$ cat src/rtl/uart_rxq_pkg.sv
package uart_rxq_pkg;
  localparam int CHAR_W = 8;
  localparam int WORD_W = 16;

  typedef struct packed {
    logic              ovr;
    logic              fe;
    logic              brk;
    logic              pe;
    logic [CHAR_W-1:0] ch;
  } rxq_entry_t;

  localparam int ENTRY_W = $bits(rxq_entry_t);

  function automatic logic [WORD_W-1:0] entry_to_word(input rxq_entry_t e, input logic present);
    logic [WORD_W-1:0] w;
    w = '0;
    if (present) begin
      w[15]          = 1'b1;
      w[14]          = e.ovr | e.fe | e.brk | e.pe;
      w[13]          = e.ovr;
      w[12]          = e.fe;
      w[11]          = e.brk;
      w[10]          = e.pe;
      w[CHAR_W-1:0]  = e.ch;
    end
    return w;
  endfunction
endpackage

$ cat src/rtl/uart_rxq_pack.sv
module uart_rxq_pack
  import uart_rxq_pkg::*;
(
  input  logic [CHAR_W-1:0] ch,
  input  logic              eight_bit,
  input  logic              fe,
  input  logic              pe,
  input  logic              brk,
  input  logic              ovr_pending,
  output rxq_entry_t        entry
);
  logic [CHAR_W-1:0] mask;

  always_comb begin
    mask = '1;
    if (!eight_bit) mask[CHAR_W-1] = 1'b0;
    entry.ch  = ch & mask;
    entry.fe  = fe;
    entry.pe  = pe;
    entry.brk = brk;
    entry.ovr = ovr_pending;
  end
endmodule

$ cat src/rtl/uart_rxq_store.sv
module uart_rxq_store #(
  parameter int DEPTH = 32,
  parameter int W     = 12,
  localparam int AW   = (DEPTH > 1) ? $clog2(DEPTH) : 1,
  localparam int CW   = $clog2(DEPTH + 1)
) (
  input  logic          clk,
  input  logic          rst_n,
  input  logic          clr,
  input  logic          wr_en,
  input  logic [W-1:0]  wr_data,
  input  logic          rd_en,
  output logic [W-1:0]  rd_data,
  output logic [CW-1:0] count,
  output logic          empty,
  output logic          full
);
  localparam logic [AW-1:0] LAST  = AW'(DEPTH - 1);
  localparam logic [CW-1:0] CFULL = CW'(DEPTH);

  logic [W-1:0]  mem [DEPTH];
  logic [AW-1:0] wr_ptr, rd_ptr;
  logic          do_wr, do_rd;

  assign empty = (count == '0);
  assign full  = (count == CFULL);
  assign do_wr = wr_en && !full && !clr;
  assign do_rd = rd_en && !empty && !clr;
  assign rd_data = mem[rd_ptr];

  function automatic logic [AW-1:0] advance(input logic [AW-1:0] p);
    return (p == LAST) ? '0 : p + 1'b1;
  endfunction

  always_ff @(posedge clk) begin
    if (do_wr) mem[wr_ptr] <= wr_data;
  end

  always_ff @(posedge clk or negedge rst_n) begin
    if (!rst_n) begin
      wr_ptr <= '0;
      rd_ptr <= '0;
      count  <= '0;
    end else if (clr) begin
      wr_ptr <= '0;
      rd_ptr <= '0;
      count  <= '0;
    end else begin
      if (do_wr) wr_ptr <= advance(wr_ptr);
      if (do_rd) rd_ptr <= advance(rd_ptr);
      case ({do_wr, do_rd})
        2'b10:   count <= count + 1'b1;
        2'b01:   count <= count - 1'b1;
        default: count <= count;
      endcase
    end
  end
endmodule

$ cat src/rtl/uart_rxq_flags.sv
module uart_rxq_flags (
  input  logic clk,
  input  logic rst_n,
  input  logic clr,
  input  logic drop,
  input  logic stored,
  input  logic brk_seen,
  input  logic brk_clr,
  output logic ovr_pending,
  output logic ovr_sticky,
  output logic brk_sticky
);
  always_ff @(posedge clk or negedge rst_n) begin
    if (!rst_n) begin
      ovr_pending <= 1'b0;
      ovr_sticky  <= 1'b0;
      brk_sticky  <= 1'b0;
    end else if (clr) begin
      ovr_pending <= 1'b0;
      ovr_sticky  <= 1'b0;
      brk_sticky  <= 1'b0;
    end else begin
      if (drop)        ovr_pending <= 1'b1;
      else if (stored) ovr_pending <= 1'b0;
      if (drop)        ovr_sticky  <= 1'b1;
      if (brk_seen)     brk_sticky <= 1'b1;
      else if (brk_clr) brk_sticky <= 1'b0;
    end
  end
endmodule

$ cat src/rtl/uart_rxq_top.sv
module uart_rxq_top
  import uart_rxq_pkg::*;
#(
  parameter int DEPTH  = 32,
  parameter int TRIG_W = 6
) (
  input  logic              clk,
  input  logic              rst_n,
  input  logic              soft_rst,
  input  logic              cfg_eight_bit,
  input  logic [TRIG_W-1:0] rx_trig_lvl,
  input  logic              in_valid,
  output logic              in_ready,
  input  logic [CHAR_W-1:0] in_char,
  input  logic              in_frame_err,
  input  logic              in_parity_err,
  input  logic              in_break,
  output logic              out_valid,
  input  logic              out_ready,
  output logic [WORD_W-1:0] out_word,
  output logic              st_data_ready,
  output logic              st_trig_ready,
  output logic              st_empty,
  output logic              st_full,
  output logic              st_overrun,
  output logic              st_break,
  input  logic              brk_clr
);
  localparam int CW = $clog2(DEPTH + 1);

  rxq_entry_t    wr_entry, rd_entry;
  logic [CW-1:0] count;
  logic          empty, full, ovr_pending;
  logic          push, pop, drop;

  assign push = in_valid && !full && !soft_rst;
  assign drop = in_valid &&  full && !soft_rst;
  assign pop  = out_ready && !empty && !soft_rst;

  uart_rxq_pack u_pack (
    .ch          (in_char),
    .eight_bit   (cfg_eight_bit),
    .fe          (in_frame_err),
    .pe          (in_parity_err),
    .brk         (in_break),
    .ovr_pending (ovr_pending),
    .entry       (wr_entry)
  );

  uart_rxq_store #(.DEPTH(DEPTH), .W(ENTRY_W)) u_store (
    .clk     (clk),
    .rst_n   (rst_n),
    .clr     (soft_rst),
    .wr_en   (push),
    .wr_data (wr_entry),
    .rd_en   (pop),
    .rd_data (rd_entry),
    .count   (count),
    .empty   (empty),
    .full    (full)
  );

  uart_rxq_flags u_flags (
    .clk         (clk),
    .rst_n       (rst_n),
    .clr         (soft_rst),
    .drop        (drop),
    .stored      (push),
    .brk_seen    (in_valid && in_break),
    .brk_clr     (brk_clr),
    .ovr_pending (ovr_pending),
    .ovr_sticky  (st_overrun),
    .brk_sticky  (st_break)
  );

  assign in_ready      = !full;
  assign out_valid     = !empty;
  assign out_word      = entry_to_word(rd_entry, !empty);
  assign st_empty      = empty;
  assign st_full       = full;
  assign st_data_ready = !empty;
  assign st_trig_ready = int'(count) >= int'(rx_trig_lvl);
endmodule

$ cat config.mk
export PLATFORM = sky130hd
export DESIGN_NAME = uart_rxq_top
export DESIGN_NICKNAME = d
export VERILOG_FILES = /design/src/rtl/uart_rxq_pkg.sv /design/src/rtl/uart_rxq_pack.sv /design/src/rtl/uart_rxq_store.sv /design/src/rtl/uart_rxq_flags.sv /design/src/rtl/uart_rxq_top.sv
export SDC_FILE = /design/constraint.sdc
export NUM_CORES = 1
export LEC_CHECK = 0
export BUFFER_PORTS_ARGS = -buffer_cell sky130_fd_sc_hd__buf_2
export CORE_MARGIN = 3
export CORE_UTILIZATION = 65
export DETAILED_ROUTE_END_ITERATION = 10
export GPL_ROUTABILITY_DRIVEN = 0
export HOLD_SLACK_MARGIN = 0.15
export PLACE_DENSITY = 0.94
export SETUP_SLACK_MARGIN = 0.2
export SLEW_MARGIN = 20
export SYNTH_ARGS = -nofsm -noshare
export SYNTH_HDL_FRONTEND = slang
export SYNTH_SLANG_ARGS = --single-unit
$ cat constraint.sdc
create_clock -name clk -period 8.3 [get_ports clk]
set_input_delay 1.245 -clock clk [delete_from_list [all_inputs] [get_ports clk]]
set_output_delay 1.245 -clock clk [all_outputs]
set_load 0.005 [all_outputs]
==> out/metrics.cfg, run 1 <==
[synthesis]
yosys_warnings=0
synth_seq_cells=403
synth_top_area_share_pct=71.60
synth_mux_area_share_pct=15.48
synth_edf_count=384
netlist_instances=795
synth_fa_ha_area_share_pct=1.445
yosys.area_share.simple_pct=3.877
synth.distinct_cells=41
synth-compound-area-share_pct=2.781
synth-xor-area-share_pct=0.2175
netlist.top_cell.by_area=edfxtp_1
async_flop_share_pct=4.715
synth.yosys.seq_area_share_pct=74.56
synthTopCellsByArea=edfxtp_1, mux4_2, dfrtp_1, nor2_1, ha_1
synth_area_um2=16100
synth_ff_type=edfxtp_1
syn_area_per_cell_um2=20.26
synth_top_family_by_area=multiplexers

[floorplan]
start_util_pct=67.40
design.portCount=48
die_area_um2=26700
row_count=56
die_w_um=163.4
core-area_um2=23890
die_h_um=163.4

[routing]
viasPerCell=7.561
postRouteAntennaNets=0
avgRoutedWirePerCell_um=36.22
drc_errors=0
drtIter0Drc=1479
first_pass_iters=6
vias=9171
wirelength_um=43930

[worst_setup_path]
crit_chain=buf_4 > mux4_2 > nor2b_1 > a211oi_1 > a211oi_1 > a21oi_1 > nor2_1 > buf_2
cpPeakStageDelay_ps=1000
r2r-end=u_store.count[5]
r2r_start=u_store.count[0]
crit_cells=8
crit_end=out_word[3]
path_class=reg -> out
worst_ep_required_time_ps=7050
endpoint_kind=output pin
crit_top_cell=a211oi_1
worst-path-buf-inv=2
r2r_setup_slack_ps=4270
arrival_ps=4140
reg2regPathDepth=10
crit_start=u_store.rd_ptr[0]
worst_setup_path_start_kind=flip-flop
cp_top_family=compound AO/OA/AOI/OAI gates
critPathMaxFanout=44
slowest_stage=dfrtp_4

[cells_and_area]
antenna_cells=0
final_common_cell=edfxtp_1
area_growth_pct=11.86
num-fill-cells=1111
mostFrequentLayoutCells=edfxtp_1, mux4_2, nor2_1
fin_util_pct=75.40
fin_nets=907
drive_gt1_share_pct=29.31

[clocking]
cts_max_path_buffers=3
cts-root-buf=clkbuf_16
cts_hold_buf=0
cts.sinks=403
ctsResizeCount=0
clock_insertion_delay_worst_skew_ps=550
cts_setup_buffers=0
cts_max_level=2
path_clk_slew_ps=60
numCtsBuffers=40
cts_tree=built

[timing]
setup_ws_ps=2920
fin_crit_sh_pct=64.82
max_clock_freq_mhz=185.9
relSlewSlack_pct=26.66
setup_viol=0
finalHoldViolations=0
rsz0062_at_grt=no
period_minus_slack_ps=5380
tns_ps=0
slew_viol_final=0
tightestPinTransition_ps=1099
fin_skew_ps=25.16

[global_route]
grt_max_degree=78
grt_pass1_wl_um=64270
grt.total_usage_pct=34.29
antenna_found_initial=1
grt_pass1_vias=9308
grt_remaining_overflow=0

[power_and_ir_drop]
powerDensity_nw_per_um2=292.3
switching_share_pct=28.07
seq_power_share_pct=45.5
p_int_mw=3.788
pwr-share-clk_pct=33.2
power.switching_mw=1.478
peakVddDrop_mv=0.1833
leakage_nw=5.859
p_comb_share_pct=21.3

[outcome]
outcome=finished clean

[placed_design]
place_hpwl_um=22540
io_buffers=45
place_ws_ps=3649

[min_path]
hold_class=reg -> reg
hp-start=u_flags.brk_sticky

[job]
drv_cap=0

==> power groups by stage <==
stage,registers [mW],logic [mW],clock network (mW)
2_1_floorplan,2.33,0.803,0
3_3_place_gp,2.42,0.977,0
3_5_place_dp,2.43,1.04,0
4_1_cts,2.39,1.11,1.75
5_1_grt,2.40,1.18,1.82
6_report,2.39,1.12,1.75
==> tightest hold or removal path, stage by stage (launching register included) <==
cell and delay, ps:
dfrtp_1 370, nand2b_1 70, a21oi_1 60
==> worst min path at each step <==
stage | to | cells after the start | slack (ps)
2_1_floorplan | u_flags.ovr_sticky | 2 | 490
3_3_place_gp | u_flags.ovr_sticky | 2 | 470
3_5_place_dp | u_flags.ovr_sticky | 2 | 520
4_1_cts | u_flags.brk_sticky | 2 | 550
5_1_grt | u_flags.ovr_sticky | 2 | 570
6_report | u_flags.brk_sticky | 2 | 550
==> metrics by stage <==
stage / power, mW / std cells / hold slack, ps / cell area [um^2]
6_report: 5.266 / 1213 / 548.7 / 18010
5_1_grt: 5.404 / 1213 / 569.5 / 18010
4_1_cts: 5.252 / 1213 / 549.6 / 18010
3_5_place_dp: 3.474 / 1142 / 521.8 / 16760
3_3_place_gp: 3.401 / 1142 / 473.8 / 16750
2_1_floorplan: 3.137 / 796 / 485.9 / 16110
==> logic make-up (layout without fill, tap and decap cells) <==
family	after synthesis	in the layout
AOI/OAI and AO/OA	69	69
xor gates and xnor gates	4	4
adders and majority gates	18	18
buffers and inverters	58	156
DFF	403	403
muxes	119	119
other	1	2
and+or+nand+nor	123	123
==> flip-flops by register name (all words and copies together), names as in the netlist <==
| signal | count |
|---|---|
| u_flags.brk_sticky | 1 |
| u_flags.ovr_pending | 1 |
| u_flags.ovr_sticky | 1 |
| u_store.count | 6 |
| u_store.mem | 384 |
| u_store.rd_ptr | 5 |
| u_store.wr_ptr | 5 |
==> metal layers <==
| layer | track usage, % | share of wire (%) | up-vias |
|---|---|---|---|
| met4 | 17.92 | 6.6 | 2 |
| met2 | 56.27 | 50 | 947 |
| li1 | - | - | 3387 |
| met3 | 7.608 | 12 | 237 |
| met5 | 0 | 0.039 | - |
| met1 | 43.71 | 32 | 4598 |
==> synthesized netlist by cell type, types with 7 or more instances <==
| master | instances |
|---|---|
| a211oi_1 | 17 |
| a21o_1 | 7 |
| a21oi_1 | 18 |
| and2_1 | 7 |
| buf_2 | 13 |
| clkbuf_1 | 24 |
| dfrtp_1 | 19 |
| edfxtp_1 | 384 |
| ha_1 | 17 |
| inv_1 | 12 |
| mux2i_1 | 14 |
| mux4_2 | 104 |
| nand2_1 | 10 |
| nand3b_1 | 7 |
| nor2_1 | 59 |
| nor2b_1 | 8 |
| o21ai_0 | 7 |
| o22ai_1 | 16 |
==> layout make-up <==
class                      count  area (um^2)  area share [%]
clock buffer                  51         1114           6.181
inverter                      12        45.04          0.2500
tap                          319        399.1           2.216
multi-input combinational    335         3872           21.50
clock inverter                20        135.1          0.7501
sequential                   403        12010           66.69
timing repair buffer          73        435.4           2.417
No activity file was read; power rests on OpenSTA's default activity.
==> inputs of run 2 (changes only) <==
Settings changed: ABC_AREA set to 1, CORE_UTILIZATION 65 to 56, PLACE_DENSITY 0.94 to 0.87.
Clock period 8.3 ns to 4.51 ns, I/O delays scaled along.
==> out/metrics.cfg, run 2 <==
[routing]
drc_errors=0  ; unchanged
first_pass_iters=6  ; unchanged
viasPerCell=6.183  ; -18%
postRouteAntennaNets=0  ; unchanged
drtIter0Drc=1489  ; +0.68%
avgRoutedWirePerCell_um=22.19  ; -39%
wirelength_um=41880  ; -4.7%
vias=11670  ; +27%

[timing]
holdWs_ps=383.6  ; -165.0 ps
period_minus_slack_ps=4033
max_clock_freq_mhz=247.9
setup_ws_ps=476.7  ; -2443 ps
relSlewSlack_pct=25.52  ; -1.1 points
tightestPinTransition_ps=1113  ; +14.17 ps
slew_viol_final=0  ; unchanged
tns_ps=0  ; unchanged
fin_skew_ps=9.658  ; -15.51 ps
fin_crit_sh_pct=89.43
finalHoldViolations=0  ; unchanged
setup_viol=0  ; unchanged
rsz0062_at_grt=no

[power_and_ir_drop]
finalPower_mw=10.20  ; +94%
leakage_nw=6.899  ; +18%
peakVddDrop_mv=0.6029  ; +230%
powerDensity_nw_per_um2=539.5  ; +85%

[clocking]
cts_setup_buffers=0  ; unchanged
cts_max_level=2  ; unchanged
path_clk_slew_ps=70  ; about the same
cts_hold_buf=1  ; +1
cts_tree=built
cts-root-buf=clkbuf_16
cts_max_path_buffers=3  ; unchanged
cts.sinks=403  ; unchanged
ctsResizeCount=0  ; unchanged
clock_insertion_delay_worst_skew_ps=530  ; -20 ps
numCtsBuffers=39  ; -2.5%

[worst_setup_path]
cpPeakStageDelay_ps=690  ; -310 ps
worst_setup_path_start_kind=flip-flop
endpoint_kind=output pin
crit_start=u_store.rd_ptr[0]
arrival_ps=3360  ; -780 ps
crit_chain=inv_4 > buf_4 > o21ai_0 > o221ai_1 > nand3_1 > nand3_1 > nand2_1 > nor2_1 > buf_2
crit_top_cell=nand3_1
path_class=reg -> out
critPathMaxFanout=63  ; +43%
r2r_start=u_store.count[1]
worst_ep_required_time_ps=3830  ; -3220 ps
slowest_stage=dfrtp_4

[synthesis]
synth_top_area_share_pct=68.04  ; -3.6 points
synth-compound-area-share_pct=9.126  ; +6.3 points
synthTopCellsByArea=edfxtp_1, nor2_1, nand2_1, nand3_1, o21ai_0
synth_area_um2=16950  ; +5.2%
async_flop_share_pct=4.715  ; unchanged
synth_ff_type=edfxtp_1
synth_mux_area_share_pct=0  ; -15 points
synth.distinct_cells=35  ; -15%
synth_edf_count=384  ; unchanged
synthMostInstantiatedCell=edfxtp_1
yosys.area_share.simple_pct=13.28  ; +9.4 points
syn_area_per_cell_um2=11.88  ; -41%
synth_top_family_by_area=simple AND/OR/NAND/NOR gates
synth-xor-area-share_pct=0.2584  ; +0.041 points
synth.yosys.seq_area_share_pct=70.85  ; -3.7 points
netlist.top_cell.by_area=edfxtp_1
netlist_instances=1426  ; +79%
yosys_warnings=0  ; unchanged
synth_seq_cells=403  ; unchanged
synth_common_cells=edfxtp_1, nor2_1, nand2_1
synth_fa_ha_area_share_pct=1.373  ; -0.072 points

[cells_and_area]
multiInputGateArea_um2=4100  ; +5.9%
mostFrequentLayoutCells=edfxtp_1, nor2_1, nand2_1
largest-register=u_store.mem
fin_nets=1510  ; +66%
largestRegisters=u_store.mem (384), u_store.count (6)
antenna_cells=0  ; unchanged
instances_no_fill=1887  ; +56%
area_growth_pct=11.51
ff_latch_area_um2=12010  ; unchanged
drive_gt1_share_pct=11.69  ; -18 points
num-fill-cells=1986  ; +79%
largest_reg_flops=384  ; unchanged
final_common_cell=edfxtp_1

[placed_design]
place_hpwl_um=23870  ; +5.9%
io_buffers=45  ; unchanged
place_ws_ps=1118  ; -2531 ps
dp_cells=1816  ; +59%

[global_route]
grt_max_degree=138  ; +77%
grt_pass1_vias=11370  ; +22%
grt_pass1_wl_um=63670  ; -0.92%
grt_remaining_overflow=0  ; unchanged
grt.total_usage_pct=25.17  ; -9.1 points
antenna_found_initial=0  ; -1

[min_path]
hp-start=soft_rst
hold_class=in -> reg

[floorplan]
start_util_pct=57.02  ; -10 points
row_count=63  ; +13%
die_h_um=180.0  ; +10%
core-area_um2=29720  ; +24%
design.portCount=48  ; unchanged
die_area_um2=32380  ; +21%
die_w_um=180.0  ; +10%

[outcome]
outcome=finished clean

[job]
drv_cap=0  ; unchanged

==> run 2: final cells by class <==
class,instances,share of cell area [%]
Sequential cell,403,63.58
Multi-Input combinational cell,827,21.70
Clock buffer,42,5.449
Timing Repair Buffer,87,3.138
Tap cell,390,2.582
Inverter,110,2.205
Clock inverter,28,1.351
==> run 2: layer usage <==
layer	part of all wire [%]	GRT usage [%]
met5	0	0
met1	36	33.31
met2	48	41.11
met4	4.0	11.14
met3	11	4.755
==> run 2: cell families (layout without fill, tap and decap cells) <==
group | Yosys count | after routing
compound gates | 257 | 257
xor+xnor | 5 | 5
fa+ha+maj | 18 | 18
buf+inv | 197 | 267
flops | 403 | 403
other cells | 1 | 2
simple gates | 545 | 545
==> run 2: through the flow <==
step / cell area (um^2) / utilization (%)
2_1_floorplan: 16950 / -
3_3_place_gp: 17580 / 59.16
3_5_place_dp: 17580 / 59.17
4_1_cts: 18880 / 63.53
5_1_grt: 18900 / 63.59
6_report: 18900 / 63.59
==> run 2: worst max-delay path, delay by kind of cell, from the launching register on <==
family	cells	cell delay, ps
compound gates	2	400
buf+inv	3	1050
flops	1	690
simple gates	4	630
==> run 2: worst paths after layout <==
kind | slack, ps | cells past startpoint | end
worst min register to register | 510 | 2 | u_flags.ovr_sticky
worst min-delay path | 380 | 2 | u_flags.ovr_pending
min in group asynchronous | 640 | 2 | u_flags.ovr_sticky
max in group asynchronous | 3520 | 2 | u_store.rd_ptr[0]
worst max register to register | 1740 | 7 | u_store.mem[4][4]
worst max-delay path | 480 | 9 | out_word[3]
==> run 2: where the power goes <==
group / leakage [nW] / switching [mW] / total, mW / internal (mW)
clock: 0.636 / 1.35 / 3.28 / 1.93
combinational: 2.55 / 1.78 / 2.63 / 0.851
sequential: 3.72 / 0.118 / 4.29 / 4.17
total: 6.90 / 3.24 / 10.2 / 6.95
